**src/rtl/mbo_pkg.sv**
```systemverilog
package mbo_pkg;

   typedef enum logic [2:0] {
      OP_LOAD  = 3'd0,
      OP_STORE = 3'd1,
      OP_OTHER = 3'd2,
      OP_LBAR  = 3'd3,
      OP_FBAR  = 3'd4
   } mbo_op_e;

   function automatic logic op_is_access(input logic [2:0] k);
      return (k == OP_LOAD) || (k == OP_STORE);
   endfunction

   function automatic logic op_is_store(input logic [2:0] k);
      return k == OP_STORE;
   endfunction

endpackage

```
**src/rtl/mbo_out_counter.sv**
```systemverilog
module mbo_out_counter #(
   parameter int MAX_OUT = 4,
   localparam int CW = $clog2(MAX_OUT + 1)
) (
   input  logic          clk,
   input  logic          rst_n,
   input  logic          inc,
   input  logic          dec,
   output logic [CW-1:0] cnt,
   output logic          cnt_zero,
   output logic          cnt_full
);

   if (MAX_OUT < 1) begin : g_bad_depth
      $error("mbo_out_counter: MAX_OUT must be at least 1");
   end

   if (MAX_OUT == 1) begin : g_flag
      logic busy_q;
      always_ff @(posedge clk) begin
         if (!rst_n) begin
            busy_q <= 1'b0;
         end else if (inc) begin
            busy_q <= 1'b1;
         end else if (dec) begin
            busy_q <= 1'b0;
         end
      end
      assign cnt = CW'(busy_q);
   end else begin : g_count
      logic [CW-1:0] cnt_q;
      always_ff @(posedge clk) begin
         if (!rst_n) begin
            cnt_q <= '0;
         end else begin
            cnt_q <= cnt_q + CW'(inc) - CW'(dec);
         end
      end
      assign cnt = cnt_q;
   end

   assign cnt_zero = (cnt == '0);
   assign cnt_full = (cnt == CW'(MAX_OUT));

endmodule

```
**src/rtl/mbo_hold_slot.sv**
```systemverilog
module mbo_hold_slot #(
   parameter int AW = 32,
   parameter int DW = 32
) (
   input  logic          clk,
   input  logic          rst_n,
   input  logic          park,
   input  logic          park_wr,
   input  logic [AW-1:0] park_addr,
   input  logic [DW-1:0] park_data,
   input  logic          launch,
   output logic          slot_vld,
   output logic          slot_wr,
   output logic [AW-1:0] slot_addr,
   output logic [DW-1:0] slot_data
);

   if (AW < 1 || DW < 1) begin : g_bad_width
      $error("mbo_hold_slot: widths must be positive");
   end

   logic vld_q;
   logic wr_q;
   logic [AW-1:0] addr_q;
   logic [DW-1:0] data_q;

   always_ff @(posedge clk) begin
      if (!rst_n) begin
         vld_q <= 1'b0;
      end else if (park) begin
         vld_q <= 1'b1;
      end else if (launch) begin
         vld_q <= 1'b0;
      end
   end

   always_ff @(posedge clk) begin
      if (!rst_n) begin
         wr_q   <= 1'b0;
         addr_q <= '0;
         data_q <= '0;
      end else if (park) begin
         wr_q   <= park_wr;
         addr_q <= park_addr;
         data_q <= park_data;
      end
   end

   assign slot_vld  = vld_q;
   assign slot_wr   = wr_q;
   assign slot_addr = addr_q;
   assign slot_data = data_q;

endmodule

```
**src/rtl/mbo_barrier_track.sv**
```systemverilog
module mbo_barrier_track (
   input  logic clk,
   input  logic rst_n,
   input  logic take_light,
   input  logic take_full,
   input  logic drained,
   input  logic slot_vld,
   output logic light_pend,
   output logic full_pend,
   output logic light_blk,
   output logic full_blk
);

   logic lp_q;
   logic fp_q;
   logic lp_d;
   logic fp_d;

   always_comb begin
      lp_d = (lp_q | take_light) & ~drained;
      fp_d = (fp_q | take_full) & (~drained | slot_vld);
   end

   always_ff @(posedge clk) begin
      if (!rst_n) begin
         lp_q <= 1'b0;
         fp_q <= 1'b0;
      end else begin
         lp_q <= lp_d;
         fp_q <= fp_d;
      end
   end

   assign light_pend = lp_q;
   assign full_pend  = fp_q;
   assign light_blk  = lp_q & ~drained;
   assign full_blk   = fp_q & (~drained | slot_vld);

endmodule

```
**src/rtl/mem_order_ctrl.sv**
```systemverilog
module mem_order_ctrl
   import mbo_pkg::*;
#(
   parameter int AW      = 32,
   parameter int DW      = 32,
   parameter int MAX_OUT = 4
) (
   input  logic          clk,
   input  logic          rst_n,
   input  logic          cfg_light_as_full,
   input  logic          issue_valid,
   input  logic [2:0]    issue_kind,
   input  logic [AW-1:0] issue_addr,
   input  logic [DW-1:0] issue_wdata,
   output logic          issue_ready,
   output logic          mreq_valid,
   output logic          mreq_write,
   output logic [AW-1:0] mreq_addr,
   output logic [DW-1:0] mreq_wdata,
   input  logic          mreq_ready,
   input  logic          mack_valid
);

   localparam int CW = $clog2(MAX_OUT + 1);

   if (MAX_OUT < 1) begin : g_bad_limit
      $error("mem_order_ctrl: MAX_OUT must be at least 1");
   end

   logic [CW-1:0] out_cnt;
   logic          cnt_zero;
   logic          cnt_full;
   logic          light_pend;
   logic          full_pend;
   logic          light_blk;
   logic          full_blk;
   logic          slot_vld;
   logic          slot_wr;
   logic [AW-1:0] slot_addr;
   logic [DW-1:0] slot_data;

   logic kind_access;
   logic kind_light;
   logic kind_full;
   logic pres_access;
   logic direct_path;
   logic slot_go;
   logic req_fire;
   logic accept;
   logic park;

   always_comb begin
      kind_access = op_is_access(issue_kind);
      kind_light  = (issue_kind == OP_LBAR) & ~cfg_light_as_full;
      kind_full   = (issue_kind == OP_FBAR) |
                    ((issue_kind == OP_LBAR) & cfg_light_as_full);
      pres_access = issue_valid & kind_access;
      direct_path = ~slot_vld & ~light_blk & ~full_blk;
      slot_go     = slot_vld & ~light_blk & ~cnt_full;
   end

   always_comb begin
      if (full_blk) begin
         issue_ready = 1'b0;
      end else if (kind_access) begin
         if (slot_vld) begin
            issue_ready = 1'b0;
         end else if (light_blk) begin
            issue_ready = 1'b1;
         end else begin
            issue_ready = mreq_ready & ~cnt_full;
         end
      end else if (kind_light) begin
         issue_ready = ~slot_vld;
      end else begin
         issue_ready = 1'b1;
      end
   end

   always_comb begin
      if (slot_vld) begin
         mreq_valid = slot_go;
         mreq_write = slot_wr;
         mreq_addr  = slot_addr;
         mreq_wdata = slot_data;
      end else begin
         mreq_valid = pres_access & direct_path & ~cnt_full;
         mreq_write = op_is_store(issue_kind);
         mreq_addr  = issue_addr;
         mreq_wdata = issue_wdata;
      end
   end

   assign req_fire = mreq_valid & mreq_ready;
   assign accept   = issue_valid & issue_ready;
   assign park     = accept & kind_access & ~slot_vld & light_blk;

   mbo_out_counter #(
      .MAX_OUT (MAX_OUT)
   ) u_count (
      .clk      (clk),
      .rst_n    (rst_n),
      .inc      (req_fire),
      .dec      (mack_valid),
      .cnt      (out_cnt),
      .cnt_zero (cnt_zero),
      .cnt_full (cnt_full)
   );

   mbo_hold_slot #(
      .AW (AW),
      .DW (DW)
   ) u_slot (
      .clk       (clk),
      .rst_n     (rst_n),
      .park      (park),
      .park_wr   (op_is_store(issue_kind)),
      .park_addr (issue_addr),
      .park_data (issue_wdata),
      .launch    (slot_go & mreq_ready),
      .slot_vld  (slot_vld),
      .slot_wr   (slot_wr),
      .slot_addr (slot_addr),
      .slot_data (slot_data)
   );

   mbo_barrier_track u_bar (
      .clk        (clk),
      .rst_n      (rst_n),
      .take_light (accept & kind_light),
      .take_full  (accept & kind_full),
      .drained    (cnt_zero),
      .slot_vld   (slot_vld),
      .light_pend (light_pend),
      .full_pend  (full_pend),
      .light_blk  (light_blk),
      .full_blk   (full_blk)
   );

endmodule

```
**config.mk**
```make
export PLATFORM = sky130hd
export DESIGN_NAME = mem_order_ctrl
export DESIGN_NICKNAME = d
export VERILOG_FILES = /design/src/rtl/mbo_pkg.sv /design/src/rtl/mbo_out_counter.sv /design/src/rtl/mbo_hold_slot.sv /design/src/rtl/mbo_barrier_track.sv /design/src/rtl/mem_order_ctrl.sv
export SDC_FILE = /design/constraint.sdc
export NUM_CORES = 1
export LEC_CHECK = 0
export ABC_AREA = 1
export CAP_MARGIN = 20
export CORE_ASPECT_RATIO = 0.8
export CORE_UTILIZATION = 49
export CTS_CLUSTER_SIZE = 8
export DETAILED_ROUTE_END_ITERATION = 16
export DONT_BUFFER_PORTS = 1
export PLACE_DENSITY = 0.66
export SLEW_MARGIN = 30
export SYNTH_ARGS = -nofsm -noshare
export SYNTH_HDL_FRONTEND = slang
export SYNTH_SLANG_ARGS = --single-unit
```
**constraint.sdc**
```tcl
create_clock -name clk -period 3 [get_ports clk]
set_clock_uncertainty 0.1 [all_clocks]
set_input_delay 0.6 -clock clk [delete_from_list [all_inputs] [get_ports clk]]
set_output_delay 0.6 -clock clk [all_outputs]
set_load 0.02 [all_outputs]
```
==> Word level (Yosys, flattened, before mapping) <==
Index checks and enable logic that the tools add are counted.
{ "op_classes": {"n_addsub": 2, "n_eq_ne": 4, "mux": 11, "n_bitwise": 32, "n_reduce_logical": 4} }
{ "ops": {"columns": ["op", "count"], "rows": [
  ["32-bit two-way mux", 2],
  ["1-bit bitwise AND", 22],
  ["1-bit two-way mux", 9],
  ["3-bit equality test, second input constant", 2],
  ["3-bit zero test", 2],
  ["1-bit inverter", 6],
  ["1-bit OR", 4],
  ["3-bit by 1-bit adder with 3-bit output", 1],
  ["3-bit by 1-bit equality test with 1-bit output, second input constant", 1],
  ["3-bit by 2-bit equality test with 1-bit output, second input constant", 1],
  ["3-bit by 1-bit subtractor with 3-bit output", 1],
  ["2-bit nonzero test", 1],
  ["1-bit logical OR", 1]
]} }
{ "totals": {"regBits": 71, "inputBits": 73, "elab_cells": 60} }

==> Logic depth before layout (Yosys ltp) <==
Gate-level depths: netlist of the first run.
{ "depth": {"word_depth": 12, "ltp_mapped": 13, "mapped_depth_nobuf": 11} }

==> Cells and area by module <==
From an unflattened synthesis of the first run, not the netlist that was laid out.
{ "hier_totals": {"cells_unflattened": 567, "area_unflattened_um2": 3613.5} }
{ "modules_own_cells": {"columns": ["module", "n_inst", "cells_each", "area_each_um2"], "rows": [
  ["mbo_hold_slot", 1, 287, 2318.5],
  ["mem_order_ctrl", 1, 242, 1029.7],
  ["mbo_out_counter", 1, 24, 176.4],
  ["mbo_barrier_track", 1, 14, 88.8]
]} }

==> Least setup slack after synthesis of the first run <==
OpenSTA, ideal clock, no wires.
{ "synth_path": {"path_type": "register -> register", "start": "reg u_slot.vld_q, in the netlist u_slot.slot_vld", "end": "reg u_count.g_count.cnt_q[2], in the netlist u_count.cnt[2]", "t_arrival_ps": 1968, "required_time_ps": 2830, "setup_slack_ps": 862, "path_stages_with_launch": 14, "n_path_buf": 2, "cell_sequence": "dfxtp_1 > buf_2 > inv_1 > nand3_1 > nand2_1 > clkbuf_1 > a21oi_1 > nor2_1 > ha_1 > inv_1 > fa_1 > inv_1 > o21ai_0 > a21oi_1"} }
{ "synth_between": {"elab_chain_cells": 10, "elab_cells_between_ends": 14, "classes_between": "add/sub: 2; mux: 1; bitwise: 11"} }
{ "synth_rtl": {"columns": ["element", "line", "text"], "rows": [
  ["from (decl)", "mbo_hold_slot.sv:22", "logic vld_q;"],
  ["from (signal assigned)", "mbo_hold_slot.sv:29", "vld_q <= 1'b0;"],
  ["from (signal assigned)", "mbo_hold_slot.sv:31", "vld_q <= 1'b1;"],
  ["from (signal assigned)", "mbo_hold_slot.sv:33", "vld_q <= 1'b0;"],
  ["1-bit OR", "mbo_barrier_track.sv:37", "assign full_blk = fp_q & (~drained | slot_vld);"],
  ["1-bit bitwise AND", "mbo_barrier_track.sv:37", null],
  ["1-bit inverter", "mem_order_ctrl.sv:58", "direct_path = ~slot_vld & ~light_blk & ~full_blk;"],
  ["1-bit bitwise AND", "mem_order_ctrl.sv:58", null],
  ["1-bit bitwise AND (2 in a row)", "mem_order_ctrl.sv:87", "mreq_valid = pres_access & direct_path & ~cnt_full;"],
  ["1-bit two-way mux (*)", "mem_order_ctrl.sv:81", "if (slot_vld) begin"],
  ["1-bit bitwise AND (*)", "mem_order_ctrl.sv:94", "assign req_fire = mreq_valid & mreq_ready;"],
  ["3-bit by 1-bit adder with 3-bit output (*)", "mbo_out_counter.sv:36", "cnt_q <= cnt_q + CW'(inc) - CW'(dec);"],
  ["3-bit by 1-bit subtractor with 3-bit output (*)", "mbo_out_counter.sv:36", null],
  ["to (signal assigned)", "mbo_out_counter.sv:36", null],
  ["to (decl)", "mbo_out_counter.sv:31", "logic [CW-1:0] cnt_q;"]
]} }
Mark *: on every way between the ends. The rest lies on a longest branch, timed or not.
A chain may end at the register's enable or synchronous reset.

==> Worst setup path in the final report of the first run <==
{ "layout_path": {"start": "reg u_slot.vld_q, in the netlist u_slot.slot_vld", "end": "out mreq_valid"} }
{ "layout_between": {"elab_chain_cells": 7, "elab_cells_between_ends": 11, "classes_between": "mux: 1; bitwise: 10"} }
{ "layout_rtl": {"columns": ["element", "line", "text"], "rows": [
  ["1-bit OR", "mbo_barrier_track.sv:37", null],
  ["1-bit bitwise AND", "mbo_barrier_track.sv:37", null],
  ["1-bit inverter", "mem_order_ctrl.sv:58", null],
  ["1-bit bitwise AND", "mem_order_ctrl.sv:58", null],
  ["1-bit bitwise AND (2 in a row)", "mem_order_ctrl.sv:87", null],
  ["1-bit two-way mux (*)", "mem_order_ctrl.sv:81", null],
  ["to (decl)", "mem_order_ctrl.sv:16", "output logic mreq_valid,"]
]} }
Marks and branches as above.

==> impl_metrics.tcl, run 1 <==
set metrics [dict create \
    setup_violations 0 \
    p_sw_share_pct 26.9 \
    final_layout_size_suffix_gt1_share_pct 5.36 \
    arrival_ns 1.75 \
    post_drt_wl_per_cell_um 12.9 \
    hold_buffers 0 \
    period_minus_slack_ns 2.45 \
    via_per_inst 5.36 \
    maxClockFrequency_mhz 408 \
    grt_max_degree 71 \
    antenna_cells 0 \
    grt_use_met1_pct 27.7 \
    worst_slew_pin_slew_ns 0.761 \
    p_sw_w 0.000538 \
    dpl.hpwl_um 5920 \
    gr-usage-met3_pct 8.08 \
    cp_max_fo 48 \
    final.setup.tns_ns 0 \
    ys_types 20 \
    worstSetupStartpoint "u_slot.slot_vld" \
    syn_inst 642 \
    seq_area_frac_synth_pct 36.0 \
    p_int_w 0.00146 \
    path_class "flip-flop to primary output" \
    h-tree-depth 3 \
    grtUsageMet2_pct 37.0 \
    portBuffers 0 \
    crit_family "flip-flops" \
    fp.dieArea_um2 8420 \
    n_fill_cell 794 \
    start_kind "flip-flop" \
    regArea_um2 1430 \
    multi_input_area_um2 1980 \
    rsz0062_at_grt "no" \
    reg2reg_from "u_slot.slot_vld" \
    p_leak_nw 1.77 \
    critPathMaxStageDelay_ns 0.63 \
    post_cts_buffers 0 \
    drt-initial-drc-count 173 \
    fin_util_pct 54.5 \
    power_frac_clock_pct 39.7 \
    hold_viol 0 \
    crit_slowest_cell "dfxtp_4" \
    die_w_um 102 \
    cp_num_buf_inv 1 \
    place_area_um2 3930 \
    die_h_um 82.3 \
    power_density_nw_per_um2 483 \
    postLayoutCellArea_um2 4140 \
    final_net_count 687 \
    dr.pass1.iters 4 \
    root_buffer "clkbuf_8" \
    required_ns 2.30 \
    clockBufferDepth 2 \
    ys.warnings.count 0 \
    r2r_slack_ns 0.81 \
    top_usage_layer "met2" \
    max-slew-margin-rel_pct 48.7 \
    cap_violations 0 \
    p_seq_share_pct 48.1 \
    clock_latency_ns 0.34 \
    grt_overflow 0 \
    grt_usage_pct 22.3 \
    crit_chain "buf_4 -> a21oi_1 -> nor2_1" \
    pwr-share-comb_pct 12.2 \
    initial_core_util_pct 51.9 \
    core_area_um2 7600 \
    cts_buffers 9 \
    ys_ff_latch 71 \
    ant_nets 0 \
    drc 0 \
    synth_fp_nets 718 \
    status "finished, final reports clean" \
    syn_to_final_growth_pct 4.95 \
    antenna_found_initial 0 \
    hold_class "primary input to flip-flop" \
    ctsResizeCount 0 \
    irDropWorstVdd_mv 0.240 \
    rows 28 \
    ioPinCount 140 \
    synth_area_um2 3950 \
    cts_tree "yes" \
    gp_congestion 0.793 \
    clkTransAtPathRegs_ns 0.08 \
    grt_pass1_wl_um 14800 \
    clock_sinks 71 \
    syn_avg_cell_area_um2 6.15 \
    slew_viol_final 0 \
    wl_um 9310 \
    num_vias 3866 \
    grt_pass1_vias 3275 \
    cp-end-kind "primary output" \
    hp-start "rst_n" \
    period_share_pct 81.6 \
]
==> kinds of logic after synthesis <==
| logic type | count (synthesis) | share of synthesized area, % |
|---|---|---|
| XOR/XNOR | 1 | 0.222 |
| flip-flops | 71 | 36.0 |
| buffers and inverters | 131 | 14.1 |
| adder cells (fa/ha/maj) | 3 | 1.14 |
| AND/OR/NAND/NOR | 365 | 39.5 |
| AO/OA/AOI/OAI | 71 | 9.00 |
==> worst paths after layout <==
check	to	cells after the start
setup / recovery	mreq_valid	3
hold / removal	u_slot.slot_data[31]	2
setup reg to reg	u_count.cnt[1]	9
hold reg to reg	u_bar.light_pend	2
==> power by group through the flow <==
stage | Clock, W | Sequential [W] | Combinational (W)
floorplan | 0 | 0.000982 | 0.000217
global placement | 0 | 0.000983 | 0.000243
detailed placement | 0 | 0.000984 | 0.000245
CTS | 0.000819 | 0.000962 | 0.000245
global route | 0.000860 | 0.000964 | 0.000277
finish | 0.000794 | 0.000962 | 0.000244
==> sequential cells by signal, indices dropped and copies added (netlist names) <==
register          count
u_slot.slot_wr        1
u_slot.slot_data     32
u_bar.light_pend      1
u_bar.full_pend       1
u_slot.slot_addr     32
u_count.cnt           3
u_slot.slot_vld       1
==> layer usage <==
metal / vias to the layer above / share of wire (%) / wire [µm]
met3: 5 / 7.6 / 709
li1: 1957 / - / -
met5: - / 0 / 0
met4: 0 / 0.54 / 50
met2: 148 / 46 / 4260
met1: 1756 / 46 / 4290
==> area by class of cell <==
| cell class | instances | share of cell area, % |
|---|---|---|
| clock buffer | 13 | 4.08 |
| clock inverter | 3 | 0.967 |
| inverter | 80 | 7.25 |
| multi-input combinational | 440 | 47.9 |
| sequential | 71 | 34.4 |
| tap | 105 | 3.17 |
| timing repair buffer | 9 | 2.24 |
==> worst register-to-register path, stage by stage (launching register included) <==
cell and delay [ns]:
dfxtp_4 0.63, inv_1 0.14, nand3_1 0.15, nand2_2 0.12, a21oi_1 0.18, nor2_1 0.06
ha_1 0.17, inv_1 0.07, fa_1 0.41, nor2_1 0.10
==> per-stage QoR <==
step,total power (W),worst slack [ns],instances,hold WS [ns]
2_1_floorplan,0.00120,0.862,642,0.326
3_3_place_gp,0.00123,0.880,705,0.347
3_5_place_dp,0.00123,0.827,705,0.351
4_1_cts,0.00203,0.535,721,0.253
5_1_grt,0.00210,0.429,721,0.247
6_report,0.00200,0.551,721,0.286
==> cells in the final DEF (no fill, tap or decap) <==
master     synthesis  final
nor2_1           136    136
o21ai_0           66     66
clkbuf_1          24      1
nor2_4             0      1
nand2_1          153    151
bufinv_16          0      1
clkinv_2           0      2
nor3_4             0      1
nor2_2             2      1
nand2_2            1      3
a21oi_1            5      5
xnor2_1            1      1
clkbuf_8           0     12
buf_12             0      2
fa_1               1      1
inv_1             78     78
nand4_1           67     67
buf_4              1      7
inv_2              2      2
nand3_1            5      5
ha_1               2      2
dfxtp_4            0      1
dfxtp_1           71     70
==> synthesized netlist by cell type <==
master / instances / area share (%)
buf_2: 14 / 1.8
inv_1: 78 / 7.4
ha_1: 2 / 0.63
buf_4: 1 / 0.19
xnor2_1: 1 / 0.22
fa_1: 1 / 0.51
dfxtp_1: 71 / 36
buf_1: 6 / 0.57
inv_2: 2 / 0.19
clkbuf_1: 24 / 2.3
nor3_2: 1 / 0.25
nand3_1: 5 / 0.63
nor2_2: 2 / 0.32
nand2_2: 1 / 0.16
nand4_1: 67 / 11
o21ai_0: 66 / 8.4
a21oi_1: 5 / 0.63
nand2_1: 153 / 15
nor2_1: 136 / 13
buf_6: 6 / 1.7
Note: power is estimated with default switching activity, not from simulation.
==> run 2: changes to the inputs <==
- clock period: 3 -> 2.5 ns (I/O delays scaled with it)
==> run 2 against run 1 <==
  * Non-clock buffer count is 48 higher
  * Sequential cell count stayed put
  * Sequential power is 20% higher
  * Global-route usage is 0.94 points higher
  * Critical endpoint is now issue_ready
  * Largest power group unchanged
==> impl_metrics.tcl, run 2 (same netlist as run 1, synthesis figures left out) <==
set metrics [dict create \
    cp.depth 5 \
    hold_viol 0 \
    die_h_um 82.3 \
    final.setup.tns_ns 0 \
    core_area_um2 7600 \
    cpMostUsedCell "nand3_1" \
    r2r_slack_ns 0.38 \
    power_density_nw_per_um2 586 \
    antenna_found_initial 0 \
    die_w_um 102 \
    arrival_ns 1.68 \
    final_net_count 735 \
    p_seq_share_pct 43.5 \
    post_cts_buffers 0 \
    ctsResizeCount 0 \
    period_minus_slack_ns 2.28 \
    r2r_cells 11 \
    h-tree-depth 3 \
    cts_tree "yes" \
    crit_family "simple AND/OR/NAND/NOR gates" \
    initial_core_util_pct 51.9 \
    ioPinCount 140 \
    dr.pass1.iters 4 \
    n_fill_cell 765 \
    cp_max_fo 14 \
    grt_overflow 0 \
    via_per_inst 5.18 \
    rsz0062_at_grt "no" \
    portBuffers 0 \
    clock_sinks 71 \
    regArea_um2 1430 \
    cp-end-kind "primary output" \
    grt_pass1_wl_um 15300 \
    maxClockFrequency_mhz 439 \
    reg2reg_from "u_count.cnt[1]" \
    wl_um 9700 \
    crit_end "issue_ready" \
    cts_buffers 9 \
    path_class "flip-flop to primary output" \
    start_kind "flip-flop" \
    hold_buffers 0 \
    p_sw_share_pct 25.5 \
    required_ns 1.90 \
    ant_nets 0 \
    grt_pass1_vias 3433 \
    r2r_end "u_count.cnt[2]" \
    fin_util_pct 59.5 \
    fp.dieArea_um2 8420 \
    p_leak_nw 2.02 \
    crit_slowest_cell "dfxtp_1" \
    multi_input_area_um2 1980 \
    antenna_cells 0 \
    cp_num_buf_inv 1 \
    irDropWorstVdd_mv 0.324 \
    cap_violations 0 \
    drc 0 \
    status "finished, final reports clean" \
    worstSetupStartpoint "u_count.cnt[1]" \
    crit_chain "nor2_1 -> nand3_1 -> nand2_2 -> nand3_1 -> inv_1" \
    critPathMaxStageDelay_ns 0.35 \
    pwr-share-comb_pct 13.1 \
    power_frac_clock_pct 43.5 \
    root_buffer "clkbuf_8" \
    gp_congestion 0.764 \
    worst_slew_pin_slew_ns 0.702 \
    clockBufferDepth 2 \
    max-slew-margin-rel_pct 52.7 \
    clock_latency_ns 0.34 \
    final_layout_size_suffix_gt1_share_pct 12.3 \
    syn_to_final_growth_pct 14.7 \
    grt_max_degree 71 \
    p_int_w 0.00198 \
    p_sw_w 0.000678 \
    setup_violations 0 \
    hold_ws_ns 0.173 \
    hold_class "primary input to flip-flop" \
    post_drt_wl_per_cell_um 12.6 \
    num_vias 3982 \
    slew_viol_final 0 \
    dpl.hpwl_um 6320 \
    final_common_cell "nand2_1" \
    mostFrequentLayoutCells "nand2_1 (151), nor2_1 (136), inv_1 (78)" \
    rows 28 \
    drt-initial-drc-count 158 \
    period_share_pct 91.1 \
    grt_usage_pct 23.2 \
    clkTransAtPathRegs_ns 0.08 \
]
==> run 2: cell types whose count changed in the layout (fill, tap and decap cells not counted), sizes merged <==
cell    delta
buf       +48
bufinv     +2
clkbuf     -2
==> run 2: worst min-delay path by stage <==
stage | cells after the start | from | slack (ns) | end
3_3_place_gp | 2 | u_bar.light_pend | 0.35 | u_bar.light_pend
6_report | 2 | rst_n | 0.17 | u_slot.slot_addr[29]
3_5_place_dp | 2 | u_bar.full_pend | 0.35 | u_bar.full_pend
5_1_grt | 2 | rst_n | 0.14 | u_count.cnt[0]
2_1_floorplan | 2 | u_bar.full_pend | 0.33 | u_bar.full_pend
4_1_cts | 2 | rst_n | 0.14 | u_count.cnt[0]
==> run 2: area by class of cell <==
class | instances | area share, %
multi-input combinational | 440 | 43.8
sequential | 71 | 31.5
timing repair buffer | 57 | 9.54
inverter | 80 | 6.63
clock buffer | 11 | 3.34
tap | 105 | 2.90
clock inverter | 5 | 2.29
==> run 2: per-stage QoR <==
| step | cells | cell area [µm²] | worst slack, ns | total power [W] |
|---|---|---|---|---|
| 2_1_floorplan | 642 | 3950 | 0.362 | 0.00144 |
| 3_3_place_gp | 753 | 4270 | 0.465 | 0.00152 |
| 3_5_place_dp | 753 | 4270 | 0.405 | 0.00153 |
| 4_1_cts | 769 | 4520 | 0.122 | 0.00268 |
| 5_1_grt | 769 | 4530 | 0.0383 | 0.00277 |
| 6_report | 769 | 4530 | 0.222 | 0.00265 |
==> run 2: layer usage <==
layer / global-route usage (%) / share of wire, % / wire length, µm
met2: 39.8 / 46 / 4500
met3: 7.74 / 6.3 / 614
met4: 5.00 / 0.28 / 27
met5: 0 / 0 / 0
met1: 28.5 / 47 / 4560
==> run 2: power by group through the flow <==
| stage | registers [W] | logic (W) | clock network, W |
|---|---|---|---|
| floorplan | 0.00118 | 0.000260 | 0 |
| global placement | 0.00118 | 0.000344 | 0 |
| detailed placement | 0.00118 | 0.000349 | 0 |
| CTS | 0.00115 | 0.000350 | 0.00118 |
| global route | 0.00116 | 0.000386 | 0.00122 |
| finish | 0.00115 | 0.000347 | 0.00115 |
==> run 2: worst reg2reg max path, delay by kind of cell, from the launching register on <==
| kind | cells | cell delay, ns |
|---|---|---|
| fa+ha+maj | 2 | 0.51 |
| buf+inv | 2 | 0.13 |
| flops | 1 | 0.35 |
| compound gates | 3 | 0.33 |
| simple gates | 4 | 0.65 |
